==> src/rtl/edo_pkg.sv <==
package edo_pkg;
  localparam int DQ_W  = 16;
  localparam int LANES = DQ_W / 8;

  typedef enum logic [3:0] {
    S_IDLE,
    S_PRE,
    S_ACT,
    S_COL,
    S_CASPRE,
    S_REF_CLOSE,
    S_REF_CSR,
    S_REF_RAS,
    S_REF_PRE
  } seq_state_e;

  function automatic int imax(input int a, input int b);
    return (a > b) ? a : b;
  endfunction
endpackage

==> src/rtl/edo_ref_timer.sv <==
module edo_ref_timer #(
  parameter int INTERVAL = 1560
) (
  input  logic clk,
  input  logic rst,
  input  logic clr,
  output logic pend
);
  localparam int CW = $clog2(INTERVAL);

  logic [CW-1:0] cnt;
  logic          tick;

  assign tick = (cnt == CW'(INTERVAL - 1));

  always_ff @(posedge clk) begin
    if (rst) begin
      cnt  <= '0;
      pend <= 1'b0;
    end else begin
      cnt <= tick ? '0 : cnt + 1'b1;
      if (tick)     pend <= 1'b1;
      else if (clr) pend <= 1'b0;
    end
  end
endmodule

==> src/rtl/edo_lane_ctl.sv <==
module edo_lane_ctl
  import edo_pkg::*;
(
  input  logic [LANES-1:0] be,
  input  logic [DQ_W-1:0]  dq_in,
  output logic [DQ_W-1:0]  rd_lane
);
  for (genvar g = 0; g < LANES; g++) begin : g_lane
    assign rd_lane[g*8 +: 8] = be[g] ? dq_in[g*8 +: 8] : 8'h00;
  end
endmodule

==> src/rtl/edo_seq.sv <==
module edo_seq
  import edo_pkg::*;
#(
  parameter int ROW_W     = 10,
  parameter int COL_W     = 10,
  parameter int T_RP      = 3,
  parameter int T_RCD     = 2,
  parameter int T_CAS     = 2,
  parameter int T_CP      = 1,
  parameter int T_CSR     = 1,
  parameter int T_RAS_REF = 5
) (
  input  logic                   clk,
  input  logic                   rst,
  input  logic                   req_valid,
  input  logic                   req_write,
  input  logic [ROW_W+COL_W-1:0] req_addr,
  input  logic [DQ_W-1:0]        req_wdata,
  input  logic [LANES-1:0]       req_be,
  input  logic                   ref_pend,
  input  logic [DQ_W-1:0]        rd_lane,
  output logic                   ref_ack,
  output logic                   req_ready,
  output logic [LANES-1:0]       cur_be,
  output logic [DQ_W-1:0]        rd_data,
  output logic                   rd_valid,
  output logic [imax(ROW_W,COL_W)-1:0] dram_addr,
  output logic                   ras_n,
  output logic [LANES-1:0]       cas_n,
  output logic                   we_n,
  output logic                   oe_n,
  output logic [DQ_W-1:0]        dq_out,
  output logic                   dq_oe
);
  localparam int AW   = ROW_W + COL_W;
  localparam int MW   = imax(ROW_W, COL_W);
  localparam int TMAX = imax(imax(imax(T_RP, T_RCD), imax(T_CAS, T_CP)), imax(T_CSR, T_RAS_REF));
  localparam int CW   = $clog2(TMAX + 1);

  seq_state_e        st;
  logic [CW-1:0]     cnt;
  logic              row_open;
  logic [ROW_W-1:0]  open_row;
  logic              l_wr;
  logic [AW-1:0]     l_addr;
  logic [DQ_W-1:0]   l_wdata;
  logic [LANES-1:0]  l_be;

  logic [ROW_W-1:0]  req_row;
  logic              hit;
  logic              c_wr;
  logic [COL_W-1:0]  c_col;
  logic [DQ_W-1:0]   c_wdata;
  logic [LANES-1:0]  c_be;

  assign req_row   = req_addr[AW-1:COL_W];
  assign hit       = row_open && (req_row == open_row);
  assign req_ready = (st == S_IDLE) && !ref_pend;
  assign ref_ack   = (st == S_REF_CSR);
  assign cur_be    = l_be;

  // Column fields come straight from the host on a page hit, else from the latch.
  always_comb begin
    if (st == S_IDLE) begin
      c_wr    = req_write;
      c_col   = req_addr[COL_W-1:0];
      c_wdata = req_wdata;
      c_be    = req_be;
    end else begin
      c_wr    = l_wr;
      c_col   = l_addr[COL_W-1:0];
      c_wdata = l_wdata;
      c_be    = l_be;
    end
  end

  always_ff @(posedge clk) begin
    if (rst) begin
      st       <= S_IDLE;
      cnt      <= '0;
      row_open <= 1'b0;
      open_row <= '0;
      l_wr     <= 1'b0;
      l_addr   <= '0;
      l_wdata  <= '0;
      l_be     <= '0;
      ras_n    <= 1'b1;
      cas_n    <= '1;
      we_n     <= 1'b1;
      oe_n     <= 1'b1;
      dq_out   <= '0;
      dq_oe    <= 1'b0;
      dram_addr <= '0;
      rd_data  <= '0;
      rd_valid <= 1'b0;
    end else begin
      rd_valid <= 1'b0;
      if (cnt != '0) cnt <= cnt - 1'b1;
      unique case (st)
        S_IDLE: begin
          if (ref_pend) begin
            if (row_open) begin
              ras_n    <= 1'b1;
              row_open <= 1'b0;
              st       <= S_REF_CLOSE;
              cnt      <= CW'(T_RP - 1);
            end else begin
              cas_n <= '0;
              st    <= S_REF_CSR;
              cnt   <= CW'(T_CSR - 1);
            end
          end else if (req_valid) begin
            l_wr    <= req_write;
            l_addr  <= req_addr;
            l_wdata <= req_wdata;
            l_be    <= req_be;
            if (hit) begin
              dram_addr <= MW'(c_col);
              cas_n     <= ~c_be;
              we_n      <= ~c_wr;
              oe_n      <= c_wr;
              dq_oe     <= c_wr;
              dq_out    <= c_wdata;
              st        <= S_COL;
              cnt       <= CW'(T_CAS - 1);
            end else begin
              ras_n     <= 1'b1;
              row_open  <= 1'b0;
              dram_addr <= MW'(req_row);
              st        <= S_PRE;
              cnt       <= row_open ? CW'(T_RP - 1) : '0;
            end
          end
        end
        S_PRE: if (cnt == '0) begin
          ras_n    <= 1'b0;
          row_open <= 1'b1;
          open_row <= l_addr[AW-1:COL_W];
          st       <= S_ACT;
          cnt      <= CW'(T_RCD - 1);
        end
        S_ACT: if (cnt == '0) begin
          dram_addr <= MW'(c_col);
          cas_n     <= ~c_be;
          we_n      <= ~c_wr;
          oe_n      <= c_wr;
          dq_oe     <= c_wr;
          dq_out    <= c_wdata;
          st        <= S_COL;
          cnt       <= CW'(T_CAS - 1);
        end
        S_COL: if (cnt == '0) begin
          if (!l_wr) begin
            rd_data  <= rd_lane;
            rd_valid <= 1'b1;
          end
          cas_n <= '1;
          we_n  <= 1'b1;
          oe_n  <= 1'b1;
          dq_oe <= 1'b0;
          st    <= S_CASPRE;
          cnt   <= CW'(T_CP - 1);
        end
        S_CASPRE: if (cnt == '0) st <= S_IDLE;
        S_REF_CLOSE: if (cnt == '0) begin
          cas_n <= '0;
          st    <= S_REF_CSR;
          cnt   <= CW'(T_CSR - 1);
        end
        S_REF_CSR: if (cnt == '0) begin
          ras_n <= 1'b0;
          st    <= S_REF_RAS;
          cnt   <= CW'(T_RAS_REF - 1);
        end
        S_REF_RAS: if (cnt == '0) begin
          ras_n <= 1'b1;
          cas_n <= '1;
          st    <= S_REF_PRE;
          cnt   <= CW'(T_RP - 1);
        end
        S_REF_PRE: if (cnt == '0) st <= S_IDLE;
        default: st <= S_IDLE;
      endcase
    end
  end
endmodule

==> src/rtl/edo_dram_ctrl.sv <==
module edo_dram_ctrl
  import edo_pkg::*;
#(
  parameter int ROW_W        = 10,
  parameter int COL_W        = 10,
  parameter int T_RP         = 3,
  parameter int T_RCD        = 2,
  parameter int T_CAS        = 2,
  parameter int T_CP         = 1,
  parameter int T_CSR        = 1,
  parameter int T_RAS_REF    = 5,
  parameter int REF_INTERVAL = 1560
) (
  input  logic                         clk,
  input  logic                         rst,
  input  logic                         req_valid,
  input  logic                         req_write,
  input  logic [ROW_W+COL_W-1:0]       req_addr,
  input  logic [15:0]                  req_wdata,
  input  logic [1:0]                   req_be,
  output logic                         req_ready,
  output logic [15:0]                  rd_data,
  output logic                         rd_valid,
  output logic [imax(ROW_W,COL_W)-1:0] dram_addr,
  output logic                         dram_ras_n,
  output logic                         dram_ucas_n,
  output logic                         dram_lcas_n,
  output logic                         dram_we_n,
  output logic                         dram_oe_n,
  output logic [15:0]                  dram_dq_out,
  output logic                         dram_dq_oe,
  input  logic [15:0]                  dram_dq_in
);
  logic             ref_pend;
  logic             ref_ack;
  logic [LANES-1:0] cur_be;
  logic [DQ_W-1:0]  rd_lane;
  logic [LANES-1:0] cas_n;

  assign dram_ucas_n = cas_n[1];
  assign dram_lcas_n = cas_n[0];

  edo_ref_timer #(.INTERVAL(REF_INTERVAL)) u_timer (
    .clk (clk),
    .rst (rst),
    .clr (ref_ack),
    .pend(ref_pend)
  );

  edo_lane_ctl u_lane (
    .be     (cur_be),
    .dq_in  (dram_dq_in),
    .rd_lane(rd_lane)
  );

  edo_seq #(
    .ROW_W(ROW_W), .COL_W(COL_W), .T_RP(T_RP), .T_RCD(T_RCD),
    .T_CAS(T_CAS), .T_CP(T_CP), .T_CSR(T_CSR), .T_RAS_REF(T_RAS_REF)
  ) u_seq (
    .clk      (clk),
    .rst      (rst),
    .req_valid(req_valid),
    .req_write(req_write),
    .req_addr (req_addr),
    .req_wdata(req_wdata),
    .req_be   (req_be),
    .ref_pend (ref_pend),
    .rd_lane  (rd_lane),
    .ref_ack  (ref_ack),
    .req_ready(req_ready),
    .cur_be   (cur_be),
    .rd_data  (rd_data),
    .rd_valid (rd_valid),
    .dram_addr(dram_addr),
    .ras_n    (dram_ras_n),
    .cas_n    (cas_n),
    .we_n     (dram_we_n),
    .oe_n     (dram_oe_n),
    .dq_out   (dram_dq_out),
    .dq_oe    (dram_dq_oe)
  );
endmodule

==> config.mk <==
export PLATFORM = sky130hd
export DESIGN_NAME = edo_dram_ctrl
export DESIGN_NICKNAME = d
export VERILOG_FILES = /design/src/rtl/edo_pkg.sv /design/src/rtl/edo_ref_timer.sv /design/src/rtl/edo_lane_ctl.sv /design/src/rtl/edo_seq.sv /design/src/rtl/edo_dram_ctrl.sv
export SDC_FILE = /design/constraint.sdc
export NUM_CORES = 1
export LEC_CHECK = 0
export BUFFER_PORTS_ARGS = -buffer_cell sky130_fd_sc_hd__buf_2
export CORE_MARGIN = 10
export CORE_UTILIZATION = 40
export DETAILED_ROUTE_END_ITERATION = 10
export GPL_ROUTABILITY_DRIVEN = 0
export PLACE_DENSITY = 0.61
export SETUP_SLACK_MARGIN = 0.1
export SLEW_MARGIN = 30
export SYNTH_ARGS = -nofsm -noshare
export SYNTH_HDL_FRONTEND = slang
export SYNTH_SLANG_ARGS = --single-unit
export TNS_END_PERCENT = 100
==> constraint.sdc <==
create_clock -name clk -period 2.7 [get_ports clk]
set_input_delay 0.27 -clock clk [delete_from_list [all_inputs] [get_ports clk]]
set_output_delay 0.27 -clock clk [all_outputs]
set_load 0.01 [all_outputs]
==> impl_results.md, run 1 <==
- Mean area per synthesized cell: 8.08 um^2
- Layout area overhead: 22.8%
- Synthesized Nets: 739
- Avg Vias per Cell: 5.23
- Yosys top cell by area: dfxtp_1
- Slew Limit Fails: 0
- Post-DP HPWL: 10.5 mm
- Final core area utilization: 50.5%
- Flop pwr share: 32.6%
- Worst Path Arrival: 2.04 ns
- First-pass GRT wire length: 24.2 mm
- Worst-path fanout max: 21
- Die area: 0.0187 mm^2
- Ys Warns: 0
- Power share of the clock group: 30.3%
- Via count: 5,001
- P_sw: 2.55 mW
- Min Tclk post-route: 2.31 ns
- Slew Limit Headroom: 47.2%
- I/O pin count: 108
- Clock skew: 0.00729 ns
- Final antenna-violating net count: 0
- Number of port buffers: 107
- Worst path max stage delay: 0.53 ns
- Ys flop type: dfxtp_1
- Hold WC Path Type: in -> reg
- F_max: 0.432 GHz
- Unrepaired setup endpoints after global routing: no
- CTS H-tree depth: 4
- Worst path setup slack after routing: 0.385 ns
- Peak VDD IR: 0.000714 V
- Cell-by-cell listing of the critical path: nor2_2, nand2_2, nor2_2, buf_2
- CTS tree: built
- Synthesis-stage register bit count: 118
- Final TNS setup: 0 ns
- Crit path kind: reg -> out
- Post-CTS Setup Bufs: 0
- CTS resizes: 0
- Dpl ws: 0.504 ns
- Largest net degree at the start of global routing: 72
- Final Hold Violating Endpoints: 0
- Final Net Count: 831
- Clk sinks: 118
- Area contributors post-synth: dfxtp_1 43%, nand2_1 11%, a21oi_1 7.3%
- DRT iter0 DRCs: 274
- Vias in the first global route: 4,980
- Die Ht: 137 um
- Hold buffers post-CTS: 0
- Overflow after GRT: 0
- Fraction of registers with async set/reset: 0%
- Die width: 137 um
- Distinct cell type count after synthesis: 60
- Seq/Total Area, Yosys: 43.2%
- # Max-Cap Violations: 0
- Share of cells above drive strength 1: 24.0%
- Initial Utilization: 41.1%
- CTS Buffer Depth: 2
- Root buffer cell: clkbuf_16
- Post-synthesis cell area: 0.00546 mm^2
- Gate power share: 37.1%
- FP Rows: 42
- Critical path data required time: 2.43 ns
- Status: complete, no violations
- Core Region: 0.0133 mm^2
- WL final: 14.9 mm
- Initial antenna violation count: 0
- Clk_lat worst skew: 0.41 ns
- Cell mode on critical path: nor2_2
- Worst slew pin tran: 0.792 ns
- Final setup viols: 0
- Cell count after synthesis: 676
- WL/cell: 15.6 um
- TritonCTS buffer count: 17
- Total Routing Usage GR: 15.9%
- Worst-path clk slew: 0.05 ns
- CP max-delay cell: dfxtp_1
- Final worst-path cycle share: 85.7%
- P_int: 4.29 mW
- # diodes: 0
- Post-synth EDFFs: 0
- Sw Share: 37.3%
- Yosys top cell area share: 43.2%
- Leak pwr: 2.74 nW
- # DRC: 0
- Final-layout fill cell count: 1,259
- CP Launch Type: register
- TritonRoute pass-1 iters: 5
- Endpoint class of the critical path: output port
- Pwr Density: 1020 mW/mm^2
[power by group through the flow]
stage / registers, mW / logic (mW) / clock network (mW)
global placement: 2.25 / 2.48 / 0
global route: 2.27 / 2.84 / 2.20
detailed placement: 2.26 / 2.53 / 0
CTS: 2.23 / 2.55 / 2.13
finish: 2.23 / 2.54 / 2.07
floorplan: 2.25 / 1.80 / 0
[metrics by stage]
| step | cells | hold WS, ns | area [um^2] | total power [mW] |
|---|---|---|---|---|
| floorplan | 676 | 0.396 | 5460 | 4.05 |
| global placement | 925 | 0.431 | 6150 | 4.73 |
| detailed placement | 925 | 0.440 | 6150 | 4.79 |
| CTS | 956 | 0.0496 | 6700 | 6.91 |
| global route | 956 | 0.0608 | 6710 | 7.31 |
| finish | 956 | 0.0696 | 6710 | 6.84 |
[path summary, 6_finish.rpt]
path                        startpoint                             to  slack [ns]  cells past startpoint
max           u_seq.st[1]$_SDFFE_PP0P_                      req_ready        0.39                      4
min                      dram_dq_in[9]  u_seq.rd_data[9]$_SDFFE_PP0P_        0.07                      2
max reg2reg   u_seq.st[1]$_SDFFE_PP0P_       u_seq.ras_n$_SDFFE_PP1P_        0.46                      5
min reg2reg  u_timer.cnt[0]$_SDFF_PP0_      u_timer.cnt[0]$_SDFF_PP0_        0.45                      1
[synthesized netlist by cell type, types with 2 or more instances]
library cell and n:
nor2b_1 2, ha_1 5, nor2_1 62, a211oi_2 10, buf_1 3, a211oi_1 2, o22ai_1 2, and2_1 2
buf_2 17, nand3_1 6, buf_4 4, o31a_1 2, nor4_2 3, nor3_1 7, inv_1 9, nand2_1 159
mux2_2 5, nand2b_1 5, xor2_1 16, o21ai_1 10, a21oi_1 80, o21ai_0 21, nor2_2 2, dfxtp_1 118
or2_2 2, nor4b_1 2, nand3b_1 2, o21bai_1 11, a22o_1 16, nand4_1 3, a211o_1 16, a2bb2oi_1 2
clkbuf_1 26, mux2_1 6, a31oi_1 4, mux2i_1 6, xnor2_1 3, a221oi_1 2, a22oi_1 2
[per-layer routing]
metal  GRT usage [%]  share of wire (%)  vias to the layer above
met1            18.6                 43                     2349
met3            4.95                6.7                       15
met4            6.21                1.3                        0
li1                -                  -                     2507
met2            26.7                 49                      130
met5               0                  0                        -
[placed cells by master, fill, tap and decap left out, types with 11 or more instances in the layout]
master,netlist,layout
a211o_1,16,16
a21oi_1,80,80
a22o_1,16,16
buf_2,17,106
buf_4,4,18
clkbuf_16,0,17
dfxtp_1,118,118
nand2_1,159,159
nor2_1,62,59
o21ai_0,21,21
o21bai_1,11,11
xor2_1,16,16
[flip-flops by register name, indices dropped and copies added (netlist names), 4 cells and up]
name	flops
u_seq.l_addr	20
u_seq.dq_out	16
u_seq.l_wdata	16
u_seq.rd_data	16
u_timer.cnt	11
u_seq.dram_addr	10
u_seq.open_row	10
u_seq.st	4
[cell families after synthesis]
logic type               synth area share (%)
buffers and inverters                    5.02
multiplexers                             3.37
adder cells (fa/ha/maj)                  1.15
AO/OA/AOI/OAI                            23.5
flip-flops                               43.2
AND/OR/NAND/NOR                          20.7
XOR/XNOR                                 3.05
[area by class of cell]
cell class              count  area [um^2]  area share [%]
flip-flops and latches    118         2360            35.2
repair buffers            125          686            10.2
well taps                 176          220            3.28
clock buffers              21          470            7.01
inverters                   9         33.8           0.504
multi-input cells         497         2860            42.6
clock inverters            10         80.1            1.19
[critical path: cells and delay by family, from the launching register on]
kind          cells  cell delay [ns]
buf+inv           1             0.18
flops             1             0.53
simple gates      3             0.91
No activity file was read; power rests on OpenSTA's default activity.
==> run 2, diff against run 1 <==
Settings changed: CTS_BUF_LIST set to sky130_fd_sc_hd__clkbuf_16.
==> impl_results.md, run 2 (same netlist as run 1, synthesis figures left out) <==
- Placed cells: 925 (unchanged)
- DRT iter0 DRCs: 266 (-2.9%)
- # diodes: 0 (unchanged)
- Final antenna-violating net count: 0 (unchanged)
- Final core area utilization: 50.2% (-0.23 points)
- # DRC: 0 (unchanged)
- # Max-Cap Violations: 0 (unchanged)
- I/O pin count: 108 (unchanged)
- WL final: 14.9 mm (about the same)
- Share of cells above drive strength 1: 23.6% (-0.38 points)
- Endpoint class of the critical path: output port
- Clk_lat worst skew: 0.41 ns (about the same)
- Worst slew pin tran: 0.793 ns (+0.000653 ns)
- Register-to-Register Setup Slack: 0.45 ns (about the same)
- Slew Limit Headroom: 47.1% (about the same)
- Core Region: 0.0133 mm^2 (unchanged)
- Initial Utilization: 41.1% (unchanged)
- First-pass GRT wire length: 24.2 mm (unchanged)
- Crit path kind: reg -> out
- Clk sinks: 118 (unchanged)
- Leak pwr: 2.72 nW (-0.46%)
- CTS Buffer Depth: 2 (unchanged)
- Final worst-path cycle share: 85.8% (about the same)
- Hold Slack: 0.0693 ns (-0.000344 ns)
- Max reg flops: 20 (unchanged)
- TritonRoute pass-1 iters: 5 (unchanged)
- Final Power: 6.75 mW (-1.4%)
- Min Tclk post-route: 2.32 ns (+0.00201 ns)
- Pwr Density: 1010 mW/mm^2 (-0.99%)
- Final Non-Filler Cells: 956 (unchanged)
- Worst-path fanout max: 21 (unchanged)
- Die Ht: 137 um (unchanged)
- Critical path data required time: 2.43 ns (about the same)
- Total Routing Usage GR: 15.9% (about the same)
- Post-DP HPWL: 10.5 mm (unchanged)
- Largest net degree at the start of global routing: 72 (unchanged)
- Worst-path clk slew: 0.05 ns (about the same)
- Die area: 0.0187 mm^2 (unchanged)
- FP Rows: 42 (unchanged)
- Number of port buffers: 107 (unchanged)
- Post-CTS Setup Bufs: 0 (unchanged)
- WL/cell: 15.6 um (about the same)
- CTS H-tree depth: 4 (unchanged)
- Most frequent cells in the layout: 159 x nand2_1, 118 x dfxtp_1, 106 x buf_2
- TritonCTS buffer count: 17 (unchanged)
- Final setup viols: 0 (unchanged)
- Hold WC Path Type: in -> reg
- Unrepaired setup endpoints after global routing: no
- F_max: 0.432 GHz (about the same)
- Most common cell after layout, fill and taps aside: nand2_1
- Avg Vias per Cell: 5.24 (+0.12%)
- Layout area overhead: 22.2%
- Die width: 137 um (unchanged)
- Status: complete, no violations
- Peak VDD IR: 0.000712 V (-0.33%)
- Clock skew: 0.00750 ns (+0.000206 ns)
- Hold buffers post-CTS: 0 (unchanged)
- Via count: 5,007 (+0.12%)
- Final TNS setup: 0 ns (unchanged)
- Worst Path Arrival: 2.05 ns (about the same)
- Vias in the first global route: 4,991 (+0.22%)
- CP Launch Type: register
- Slew Limit Fails: 0 (unchanged)
- Initial antenna violation count: 0 (unchanged)
- CTS tree: built
- Top reg by flops: u_seq.l_addr
- Final Net Count: 831 (unchanged)
- Overflow after GRT: 0 (unchanged)
- Root buffer cell: clkbuf_16
- Final-layout fill cell count: 1,265 (+0.48%)
- Final Hold Violating Endpoints: 0 (unchanged)
run 2: cell count changes in the layout (fill, tap and decap cells not counted), sizes merged:
cell    previous run  this run
clkinv             7        10
inv                9        10
clkbuf            21        17
run 2: report_power, final:
group          total, mW  switching (mW)  internal, mW  leakage (nW)
combinational       2.53            1.59         0.945          1.50
sequential          2.23           0.201          2.03         0.961
clock               1.98           0.754          1.23         0.261
total               6.75            2.54          4.20          2.72
run 2: critical path, cell delays in order, from the launching register on:
cell and delay, ns:
dfxtp_1 0.54, nor2_2 0.31, nand2_2 0.31, nor2_2 0.29, buf_2 0.18
run 2: worst paths after layout:
path	end	startpoint	cells past startpoint
max	req_ready	u_seq.st[1]$_SDFFE_PP0P_	4
min	u_seq.rd_data[9]$_SDFFE_PP0P_	dram_dq_in[9]	2
max reg2reg	u_seq.ras_n$_SDFFE_PP1P_	u_seq.st[1]$_SDFFE_PP0P_	5
min reg2reg	u_timer.cnt[0]$_SDFF_PP0_	u_timer.cnt[0]$_SDFF_PP0_	1
run 2: area by class of cell:
class / count / area (um^2) / area share, %
Multi-Input combinational cell: 497 / 2860 / 42.8
Timing Repair Buffer: 125 / 686 / 10.3
Inverter: 9 / 33.8 / 0.506
Tap cell: 176 / 220 / 3.30
Clock inverter: 14 / 95.1 / 1.42
Clock buffer: 17 / 425 / 6.37
Sequential cell: 118 / 2360 / 35.4
run 2: metal layers:
layer	wire length, um	GRT usage, %
met2	7340	26.6
met1	6300	18.6
met4	187	6.21
met5	0	0
met3	1060	4.95
run 2: per-stage QoR:
step	instance area, um^2	worst slack, ns
2_1_floorplan	5460	0.835
3_3_place_gp	6150	0.535
3_5_place_dp	6150	0.504
4_1_cts	6670	0.259
5_1_grt	6680	0.201
6_report	6680	0.383
run 2: repair_timing:
| action | 4_1_cts | 5_1_grt |
|---|---|---|
| resized for setup | 0 | 1 |
| setup endpoints to repair | 0 | 1 |
| endpoints found under the hold margin | 0 | 0 |
